<file path="config.mk">
export PLATFORM = sky130hd
export DESIGN_NAME = psc_datapath
export DESIGN_NICKNAME = d
export VERILOG_FILES = /design/src/rtl/psc_pkg.sv /design/src/rtl/psc_energy_acc.sv /design/src/rtl/psc_datapath.sv
export SDC_FILE = /design/constraint.sdc
export NUM_CORES = 1
export LEC_CHECK = 0
export BUFFER_PORTS_ARGS = -buffer_cell sky130_fd_sc_hd__buf_2
export CORE_ASPECT_RATIO = 1.5
export CORE_MARGIN = 4
export CORE_UTILIZATION = 62
export DETAILED_ROUTE_END_ITERATION = 10
export PLACE_DENSITY_LB_ADDON = 0.15
export REMOVE_ABC_BUFFERS = 1
export SYNTH_ARGS = -nofsm -noshare
export SYNTH_HDL_FRONTEND = slang
export SYNTH_HIERARCHICAL = 1
export SYNTH_SLANG_ARGS = --single-unit
</file>
<file path="constraint.sdc">
create_clock -name clk -period 6.05 [get_ports clk]
set_input_delay 0.9075 -clock clk [delete_from_list [all_inputs] [get_ports clk]]
set_output_delay 0.9075 -clock clk [all_outputs]
set_load 0.03 [all_outputs]
</file>
<file path="src/rtl/psc_pkg.sv">
package psc_pkg;

  // Strobes from the control module to the datapath.
  typedef struct packed {
    logic clearAcc;   // restart both energy totals
    logic loadTol;    // capture a new tolerance
    logic evalNow;    // the totals are final; report the comparison
  } pscStrobes_t;

  function automatic int maxInt(input int a, input int b);
    return (a > b) ? a : b;
  endfunction

endpackage

</file>
<file path="src/rtl/psc_energy_acc.sv">
module psc_energy_acc #(
  parameter int SAMPLE_W = 8,
  parameter int ACC_W    = 19
) (
  input  logic                       clk,
  input  logic                       rstN,
  input  logic                       clear,
  input  logic                       sampleValid,
  input  logic signed [SAMPLE_W-1:0] sampleRe,
  input  logic signed [SAMPLE_W-1:0] sampleIm,
  output logic        [ACC_W-1:0]    total
);

  localparam int SQ_W = 2 * SAMPLE_W;

  logic signed [SQ_W-1:0] reSq;
  logic signed [SQ_W-1:0] imSq;
  logic        [SQ_W-1:0] energy;
  logic        [ACC_W-1:0] energyExt;

  // Two squarings and one add per sample; the magnitude squared is
  // at most 2^(SQ_W-1), so it fits in SQ_W unsigned bits.
  always_comb begin
    reSq      = SQ_W'(sampleRe) * SQ_W'(sampleRe);
    imSq      = SQ_W'(sampleIm) * SQ_W'(sampleIm);
    energy    = $unsigned(reSq) + $unsigned(imSq);
    energyExt = ACC_W'(energy);
  end

  always_ff @(posedge clk or negedge rstN) begin
    if (!rstN) begin
      total <= '0;
    end else if (clear) begin
      total <= sampleValid ? energyExt : '0;
    end else if (sampleValid) begin
      total <= total + energyExt;
    end
  end


  clear_empty_chk: assert property (@(posedge clk) disable iff (!rstN)
    (clear && !sampleValid) |=> (total == '0));


  idle_hold_chk: assert property (@(posedge clk) disable iff (!rstN)
    (!clear && !sampleValid) |=> $stable(total));


  no_overflow_chk: assert property (@(posedge clk) disable iff (!rstN)
    (!clear && sampleValid) |=> (total >= $past(total)));

endmodule

</file>
<file path="src/rtl/psc_datapath.sv">
module psc_datapath
  import psc_pkg::*;
#(
  parameter int IN_W      = 8,
  parameter int OUT_W     = 11,
  parameter int LOG2_N    = 3,
  parameter int TOL_W     = 16,
  parameter int TOL_RESET = 1
) (
  input  logic                    clk,
  input  logic                    rstN,
  input  pscStrobes_t             strobes,
  input  logic                    inValid,
  input  logic signed [IN_W-1:0]  inRe,
  input  logic signed [IN_W-1:0]  inIm,
  input  logic                    outValid,
  input  logic signed [OUT_W-1:0] outRe,
  input  logic signed [OUT_W-1:0] outIm,
  input  logic [TOL_W-1:0]        tolValue,
  output logic                    checkError
);

  // Each total holds N worst-case squared magnitudes.
  localparam int IN_ACC_W  = 2 * IN_W + LOG2_N;
  localparam int OUT_ACC_W = 2 * OUT_W + LOG2_N;
  localparam int SCALED_W  = IN_ACC_W + LOG2_N;
  // One extra bit so the difference is representable in two's complement.
  localparam int CMP_W     = maxInt(maxInt(SCALED_W, OUT_ACC_W), TOL_W) + 1;

  logic [IN_ACC_W-1:0]  inTotal;
  logic [OUT_ACC_W-1:0] outTotal;
  logic [TOL_W-1:0]     tolReg;
  logic [CMP_W-1:0]     scaledIn;
  logic [CMP_W-1:0]     outExt;
  logic [CMP_W-1:0]     diff;
  logic [CMP_W-1:0]     absDiff;
  logic                 mismatch;

  psc_energy_acc #(
    .SAMPLE_W (IN_W),
    .ACC_W    (IN_ACC_W)
  ) i_inAcc (
    .clk         (clk),
    .rstN        (rstN),
    .clear       (strobes.clearAcc),
    .sampleValid (inValid),
    .sampleRe    (inRe),
    .sampleIm    (inIm),
    .total       (inTotal)
  );

  psc_energy_acc #(
    .SAMPLE_W (OUT_W),
    .ACC_W    (OUT_ACC_W)
  ) i_outAcc (
    .clk         (clk),
    .rstN        (rstN),
    .clear       (strobes.clearAcc),
    .sampleValid (outValid),
    .sampleRe    (outRe),
    .sampleIm    (outIm),
    .total       (outTotal)
  );

  always_ff @(posedge clk or negedge rstN) begin
    if (!rstN) begin
      tolReg <= TOL_W'(TOL_RESET);
    end else if (strobes.loadTol) begin
      tolReg <= tolValue;
    end
  end

  // Scale by N with a shift, take the magnitude of the difference, compare.
  always_comb begin
    scaledIn = CMP_W'(inTotal) << LOG2_N;
    outExt   = CMP_W'(outTotal);
    diff     = outExt - scaledIn;
    absDiff  = diff[CMP_W-1] ? (CMP_W'(0) - diff) : diff;
    mismatch = absDiff > CMP_W'(tolReg);
  end

  assign checkError = strobes.evalNow & mismatch;


  tol_load_chk: assert property (@(posedge clk) disable iff (!rstN)
    strobes.loadTol |=> (tolReg == $past(tolValue)));


  tol_hold_chk: assert property (@(posedge clk) disable iff (!rstN)
    !strobes.loadTol |=> $stable(tolReg));

endmodule

</file>
After elaboration in Yosys (flattened, before gate mapping) --
Index checks and enable logic that the tools add are counted.
Word-level totals: flip-flop bits (word level) 60, input port bits 61, output and inout port bits 1, word-level logic and storage cells 24
Cells by class: $add $sub $neg 6, $mul 4, $lt $le $gt $ge 1, mux-type cells 7, bitwise gates (word level) 1, reduce and logical (&&, ||, !) cells 2
Operators with widths (count):
- $mux W25 | 2
- $mul A11 B11 Y22 | 2
- $mux W19 | 2
- $mul A8 B8 Y16 | 2
- $gt A26 B16 Y1 | 1
- $mux W26 | 1
- $sub A1 B26 Y26 const A | 1
- $sub A25 B22 Y26 | 1
- $add A25 B22 Y25 | 1
- $add A22 B22 Y22 | 1
- $mux W22 | 1
- $add A19 B16 Y19 | 1
- $add A16 B16 Y16 | 1
- $mux W16 | 1
- $reduce_bool A2 Y1 | 2
- $and A1 B1 Y1 | 1

Logic depth before layout (Yosys ltp) --
Gate-level depths: netlist (run 1).
depth in word-level cells 5, depth in mapped cells 33, mapped depth without buffers 32

Cells and area by module --
The synthesis (run 1) kept the hierarchy.
Modules (own cells, without submodules):
- psc_energy_acc (i_outAcc) | instances 1, cells each 1152, area an instance 10647.7 um^2, sequential area each 625.6 um^2
- psc_energy_acc (i_inAcc) | instances 1, cells each 659, area an instance 6119.6 um^2, sequential area each 475.5 um^2
- psc_datapath | instances 1, cells each 390, area an instance 2865.2 um^2, sequential area each 401.6 um^2

Least setup slack after synthesis (run 1) --
Ideal clock, no wire load.
path kind input to register, start input port outRe[3], end register i_outAcc.total[20], library setup time 0.124 ns, arrival 7.995 ns, data required time 5.926 ns, setup slack -2.069 ns, stages 31, path buffers 1, cell sequence clkbuf_1 nand2_1 fa_1 inv_1 fa_1 inv_1 fa_1 fa_1 inv_1 fa_1 fa_1 inv_1 fa_1 inv_1 ha_1 o21a_1 o31a_1 o21ai_0 nand2b_1 a21o_1 a21o_1 xor2_1 ha_1 and3_1 a221oi_1 and2_1 a21oi_1 o31ai_2 a21o_1 a21oi_1 a211o_1
On the way: cells in the longest elaborated chain, start to end 5, elaborated cells between the ends (all ways) 6, classes of those cells add/sub: 2; mul: 1; mux: 3
Ends and longest elaborated chain:
- start: declaration | line psc_datapath.sv:17 | input logic signed [OUT_W-1:0] outRe,
- $mul A11 B11 Y22 (*) | line psc_energy_acc.sv:24 | reSq = SQ_W'(sampleRe) * SQ_W'(sampleRe);
- $add A22 B22 Y22 (*) | line psc_energy_acc.sv:26 | energy = $unsigned(reSq) + $unsigned(imSq);
- $add A25 B22 Y25 | line psc_energy_acc.sv:36 | total <= total + energyExt;
- $mux W25 | line psc_energy_acc.sv:35 | end else if (sampleValid) begin
- $mux W25 (*) | line psc_energy_acc.sv:33 | end else if (clear) begin
- end signal: assignment | line psc_energy_acc.sv:34 | total <= sampleValid ? energyExt : '0;
- end signal: assignment | line psc_energy_acc.sv:36
- end: declaration | line psc_energy_acc.sv:11 | output logic [ACC_W-1:0] total
Mark *: on every way between the ends. The rest lies on a longest branch, timed or not. The select of a mux whose other input is x is not followed. A chain may end at the register's enable or synchronous reset.

Worst setup path after layout (run 1) --
start input port outRe[3], end register i_outAcc.total[23]
On the way: cells in the longest elaborated chain, start to end 5
Ends and longest elaborated chain (line):
- $mul A11 B11 Y22 | psc_energy_acc.sv:24
- $add A22 B22 Y22 | psc_energy_acc.sv:26
- $add A25 B22 Y25 | psc_energy_acc.sv:36
- $mux W25 | psc_energy_acc.sv:35
- $mux W25 | psc_energy_acc.sv:33
No other way between the ends. The select of a mux whose other input is x is not followed.

==> results by group, run 1 <==
Outcome
  – Status: complete, but fails checks
  – Failing checks: negative setup slack

STA
  – Worst Skew: around 0.0083 ns
  – Max Fclk: around 130 MHz
  – Slew margin rel.: between 40% and 50%
  – Final setup margin: -1.74 ns
  – Final min period: 7.79 ns
  – Final critical-path share of the clock period: 129%
  – Hold Fails Final Rpt: 0
  – Finish-stage setup viols: 30
  – Worst-margin pin slew: ~0.81 ns
  – Pins Over Slew Limit: 0
  – Unrepaired setup endpoints after global routing: yes

Setup path
  – Worst path slowest cell: fa_1
  – Worst-path fanout max: 7
  – FF-to-FF setup slack: 3.29 ns
  – Worst Setup End Kind: flip-flop
  – Bufs and invs on worst path: 8
  – Crit Path Class: input pin to flip-flop
  – Most used cell, CP: fa_1
  – WP data required: around 6.3 ns
  – Reg2reg start: i_outAcc/total[0]$_DFFE_PN0P_
  – Crit-path max cell delay: roughly 0.53 ns
  – Arrival time at the worst endpoint: ~8.0 ns
  – Reg2Reg Depth: 13
  – R2r endpoint: i_outAcc/total[16]$_DFFE_PN0P_
  – Crit. path cell count: 32
  – Startpoint Class: input pin
  – CP top delay family: adder cells

Worst hold path
  – Hold depth: 2
  – Hold EP: tolReg[2]$_DFFE_PN0P_
  – Worst Hold Class: flip-flop to flip-flop
  – HP Start: tolReg[2]$_DFFE_PN0P_

Layout
  – Share of layout cells above drive strength 1: 29.0%
  – Final antenna diode count: 0
  – Area delta synth->final: 28.9%
  – Nets: 3265
  – Fillers: between 1.5k and 2k
  – Core Util, Final: 81.2%

Logic synthesis
  – Top post-synthesis cells by count: 523 x inv_1, 350 x fa_1, 221 x ha_1
  – Mean Syn Cell Area: slightly below 9 um2
  – Share of the synthesized area in the top cell type: between 30% and 40%
  – Post-Syn Area: 19600 um2
  – Yosys top cell by area: fa_1
  – Synthesized flop and latch total: 60
  – Share of async-settable or async-resettable flops after synthesis: 100%
  – Synth Flop Type: dfrtp_1
  – Warnings from Yosys: 6
  – Sequential area share after synthesis: between 7 and 8%
  – Post-synth EDFFs: 0
  – Synth cell types: 87
  – Top-count cell post-synth: inv_1
  – Synth area leaders: fa_1 36%, ha_1 14%, inv_1 10%
  – Mapped Cells: 2201

Placed design
  – Gpl congestion: between 0.9 and 1
  – DP Worst Slack: -2.34 ns
  – Dpl hpwl: 42.2 mm
  – Port Buffers: between 60 and 70

Floorplanning
  – Row cnt: 79
  – Core ar.: about 31000 um2
  – Chip height: roughly 230 um
  – I/O Pins: just over 60
  – Initial Util: a little over three fifths
  – Die area: 34600 um2
  – Die X: 153 um

Global routing
  – First-pass GRT wire length: roughly 88 mm
  – Largest net degree at the start of global routing: between 60 and 70
  – Vias in the first global route: between 15k and 20k
  – Total GRT Usage: between 30% and 40%
  – Total gr overflow: 0
  – Antenna violations before repair: 0

Routing
  – WL/cell: 18.2 um
  – ANT nets after route: 0
  – Number of iterations in the first detailed-routing pass: 5
  – Vias per inst: 5.66
  – DRT iter0 DRCs: between 800 and 900
  – DR DRC count: 0
  – Routed vias: approximately 17k
  – Routed WL: around 55 mm

Clock network
  – CTS tree: yes
  – Total clock sinks: 60
  – Root Buffer: clkbuf_16
  – H-tree levels: 3
  – CTS clock-pin slew for the worst setup and hold paths: around 0.060 ns
  – TritonCTS Buffers: 9
  – Clk_lat worst skew: about 0.34 ns
  – Clock Tree Buf Depth: 2

Job
  – Max-cap violations: 0
-- worst max-delay path by stage --
stage	startpoint	endpoint	slack [ns]
after floorplan	outRe[6]	i_outAcc/total[20]$_DFFE_PN0P_	-1.79
after global placement	outRe[7]	i_outAcc/total[21]$_DFFE_PN0P_	-2.18
after detailed placement	outRe[3]	i_outAcc/total[21]$_DFFE_PN0P_	-2.34
after CTS	outRe[2]	i_outAcc/total[24]$_DFFE_PN0P_	-1.64
after global routing	outRe[5]	i_outAcc/total[19]$_DFFE_PN0P_	-1.99
final	outRe[3]	i_outAcc/total[23]$_DFFE_PN0P_	-1.74
-- metal layers --
metal  share of wire, %  global-route usage, %  up-vias
met4                6.6                   13.9        0
met5                  0                      0        -
met1                 34                   31.4     8610
met3                3.3                   2.24      272
li1                   -                      -     7787
met2                 56                   62.6      565
-- sequential cells by signal, indices dropped and copies added (netlist names) --
register        count
tolReg             16
i_outAcc/total     25
i_inAcc/total      19
-- per-stage QoR --
step / instances / hold WS, ns / cell area, um2 / setup TNS, ns
CTS: 3021 / 0.549 / 24500 / -27.23
floorplan: 2152 / 0.501 / 19400 / -27.89
finish: 3043 / 0.543 / 25300 / -32.45
detailed placement: 2953 / 0.534 / 22800 / -47.83
global route: 3043 / 0.569 / 25300 / -38.79
global placement: 2953 / 0.526 / 22800 / -42.81
-- placed cells by master (no fill, tap or decap), types with 9 or more instances in the layout --
master / n
nor2_2: 14
xor2_1: 37
buf_8: 9
nor3_1: 13
buf_4: 380
nand2b_1: 13
a21o_1: 41
buf_2: 32
dfrtp_1: 54
nand2_2: 18
inv_2: 36
ha_1: 184
ha_2: 12
a22oi_1: 9
clkbuf_16: 9
a21oi_2: 18
ha_4: 25
nor2_1: 73
and2_4: 18
nor2b_1: 43
fa_1: 343
mux2i_1: 17
nand3_1: 27
o21ai_0: 57
buf_6: 47
nand2_1: 142
inv_1: 484
and2_1: 57
xnor2_2: 10
o21a_1: 20
o21ai_1: 19
xnor2_1: 82
o21ai_2: 10
a21oi_1: 50
-- worst reg2reg max path: stages, from the launching register on --
cell      delay [ns]
dfrtp_1         0.41
ha_1            0.22
inv_1           0.07
fa_1            0.42
nor2b_1         0.19
o31a_1          0.20
o211ai_1        0.12
buf_4           0.18
a21oi_4         0.19
buf_4           0.15
a21oi_2         0.05
xnor2_1         0.19
mux2i_1         0.12
o21ai_1         0.19
-- logic make-up after synthesis --
logic type,Yosys count,synth area share (%)
muxes,21,1.10
buffers and inverters,573,11.0
adders and majority gates,571,49.8
and+or+nand+nor,507,12.9
DFF,60,7.65
AOI/OAI and AO/OA,332,11.4
xor gates and xnor gates,137,6.11
-- final cells by class --
cell class / instances / area [um2] / share of cell area, %
Timing Repair Buffer: 470 / 3720 / 14.7
Inverter: 524 / 1970 / 7.80
Clock inverter: 7 / 101 / 0.401
Sequential cell: 60 / 1510 / 5.96
Multi-Input combinational cell: 1568 / 17300 / 68.2
Tap cell: 405 / 507 / 2.00
Clock buffer: 9 / 225 / 0.890
-- timing repair --
action | in CTS | in global routing
resized for setup | 276 | 141
endpoints found under the setup margin | 31 | 31
pin swaps | 180 | 130
setup buffers | 55 | 23
hold buffers | 0 | 0
Power of run 1 is not shown: default switching activity piles up to over one toggle a cycle in this logic, so the estimate is an artifact.
==> run 2: changes to the inputs <==
--- a/config.mk
+++ b/config.mk
@@ -11,6 +11,7 @@
 export CORE_UTILIZATION = 62
 export DETAILED_ROUTE_END_ITERATION = 10
 export PLACE_DENSITY_LB_ADDON = 0.15
+export RECOVER_POWER = 50
 export REMOVE_ABC_BUFFERS = 1
 export SYNTH_ARGS = -nofsm -noshare
 export SYNTH_HDL_FRONTEND = slang
==> results by group, run 2 (same netlist as run 1, synthesis figures left out) <==
Outcome
  – Status: complete, but fails checks
  – Failing checks: max-capacitance violations, max-slew violations, negative setup slack

Routing
  – Routed WL: 55.5 mm (about the same)
  – DRT iter0 DRCs: 928 (+5.7%)
  – Vias per inst: 5.66 (about the same)
  – WL/cell: 18.2 um (about the same)
  – Met2 WL post-DR: 31.5 mm (+0.55%)
  – DR WL met3: 1.74 mm (-4.9%)
  – Number of iterations in the first detailed-routing pass: 7 (+2)
  – Wl on met1: 18.7 mm (+0.26%)
  – Max layer used: met4
  – DR DRC count: 0 (unchanged)
  – Routed vias: 17.2k (+0.023%)
  – ANT nets after route: 0 (unchanged)

Setup path
  – Worst path slowest cell: fa_1
  – Worst-path fanout max: 7 (unchanged)
  – Worst Setup End Kind: flip-flop
  – Most used cell, CP: fa_1
  – Startpoint Class: input pin
  – Bufs and invs on worst path: 8 (unchanged)
  – Crit-path max cell delay: 0.53 ns (about the same)
  – WP data required: 6.24 ns (about the same)
  – CP top delay family: adder cells
  – Crit Path Class: input pin to flip-flop
  – Arrival time at the worst endpoint: 7.98 ns (about the same)

Clock network
  – Clock Tree Buf Depth: 2 (unchanged)
  – TritonCTS Buffers: 9 (unchanged)
  – Total clock sinks: 60 (unchanged)
  – Clk_lat worst skew: 0.33 ns (about the same)
  – H-tree levels: 3 (unchanged)
  – Hold buffers post-CTS: 0 (unchanged)
  – CTS clock-pin slew for the worst setup and hold paths: 0.06 ns (about the same)
  – CTS tree: yes
  – Root Buffer: clkbuf_16

Worst hold path
  – Worst Hold Class: flip-flop to flip-flop

STA
  – Worst Skew: 0.00843 ns (+0.000167 ns)
  – Pins Over Slew Limit: 61 (+61)
  – Slew margin rel.: -125% (-170 points)
  – Max Fclk: 128 MHz (about the same)
  – Finish-stage setup viols: 30 (unchanged)
  – Hold Fails Final Rpt: 0 (unchanged)
  – Final min period: 7.79 ns (-0.00749 ns)
  – Unrepaired setup endpoints after global routing: yes
  – Final setup margin: -1.74 ns (+0.00749 ns)
  – Final critical-path share of the clock period: 129% (about the same)
  – Worst-margin pin slew: 3.37 ns (+2.56 ns)

Layout
  – Nets: 3265 (unchanged)
  – Area delta synth->final: 28.8% (about the same)
  – Commonest non-fill, non-tap cell in the layout: inv_1
  – Non-Filler Instances: 3043 (unchanged)
  – Biggest register: i_outAcc/total
  – Post-Layout Inst Area: 25300 um2 (about the same)
  – Most frequent cells in the layout: 484 x inv_1, 379 x buf_4, 343 x fa_1
  – Share of layout cells above drive strength 1: 29.0% (-0.076 points)
  – Biggest registers after layout: i_outAcc/total x25, i_inAcc/total x19, tolReg x16
  – Combined area of the multi-input logic cells: 17300 um2 (unchanged)
  – Number of flip-flops in the largest register: 25 (unchanged)
  – Register area: 1510 um2 (unchanged)
  – Final antenna diode count: 0 (unchanged)
  – Fillers: 1822 (+0.11%)

Global routing
  – Vias in the first global route: 19.3k (unchanged)
  – Largest net degree at the start of global routing: 61 (unchanged)
  – Antenna violations before repair: 0 (unchanged)
  – First-pass GRT wire length: 87.8 mm (unchanged)
  – Total GRT Usage: 30.7% (unchanged)
  – Total gr overflow: 0 (unchanged)

Floorplanning
  – Row cnt: 79 (unchanged)
  – Chip height: 226 um (unchanged)
  – Die area: 34600 um2 (unchanged)
  – Core ar.: 31100 um2 (unchanged)
  – Die X: 153 um (unchanged)
  – Initial Util: 63.1% (unchanged)
  – I/O Pins: 62 (unchanged)

Job
  – Max-cap violations: 1 (+1)

Placed design
  – Area of placed instances: 22800 um2 (unchanged)
  – Dpl hpwl: 42.2 mm (unchanged)
  – Dpl cells: 2953 (unchanged)
  – Port Buffers: 61 (unchanged)
  – Gpl congestion: 0.949 (unchanged)
[run 2: cell count changes in the layout (fill, tap and decap cells not counted), sizes merged]
cell    delta
buf        -2
clkbuf     +2
[run 2: what timing repair did]
action | 4_1_cts | 5_1_grt
buffers inserted | 55 | 23
endpoints found under the setup margin | 31 | 31
pin swaps | 180 | 130
gates resized for setup | 276 | 141
[run 2: cell type report]
| class | instances | share of cell area (%) |
|---|---|---|
| timing repair buffer | 470 | 14.7 |
| tap | 405 | 2.00 |
| clock buffer | 9 | 0.890 |
| multi-input combinational | 1568 | 68.3 |
| clock inverter | 7 | 0.401 |
| sequential | 60 | 5.97 |
| inverter | 524 | 7.81 |
[run 2: path summary, 6_finish.rpt]
kind	endpoint	start	slack (ns)	depth (start not counted)
worst min register to register	tolReg[2]$_DFFE_PN0P_	tolReg[2]$_DFFE_PN0P_	0.54	2
max in group asynchronous	i_outAcc/total[14]$_DFFE_PN0P_	rstN	2.06	2
worst max register to register	i_outAcc/total[16]$_DFFE_PN0P_	i_outAcc/total[0]$_DFFE_PN0P_	3.30	13
worst min-delay path	tolReg[2]$_DFFE_PN0P_	tolReg[2]$_DFFE_PN0P_	0.54	2
min in group asynchronous	i_inAcc/total[6]$_DFFE_PN0P_	rstN	1.80	2
worst max-delay path	i_outAcc/total[23]$_DFFE_PN0P_	outRe[3]	-1.74	32
[run 2: tightest hold or removal path, cell delays in order (launching register included)]
cell     delay, ns
dfrtp_1       0.32
inv_1         0.05
o21ai_0       0.14
[run 2: metrics by stage]
stage / setup TNS (ns) / utilization [%] / setup slack (ns) / hold WS [ns]
6_report: -32.24 / 81.2 / -1.74 / 0.541
5_1_grt: -38.79 / 81.2 / -1.99 / 0.569
4_1_cts: -27.23 / 78.7 / -1.64 / 0.549
3_5_place_dp: -47.83 / 73.2 / -2.34 / 0.534
3_3_place_gp: -42.81 / 73.2 / -2.18 / 0.526
2_1_floorplan: -27.89 / - / -1.79 / 0.501
[run 2: metal layers]
layer	vias to the layer above	GRT usage (%)
met5	-	0
met4	0	13.9
met3	263	2.24
met2	548	62.6
met1	8640	31.4
li1	7787	-
Power of run 2 is left out for the same reason.
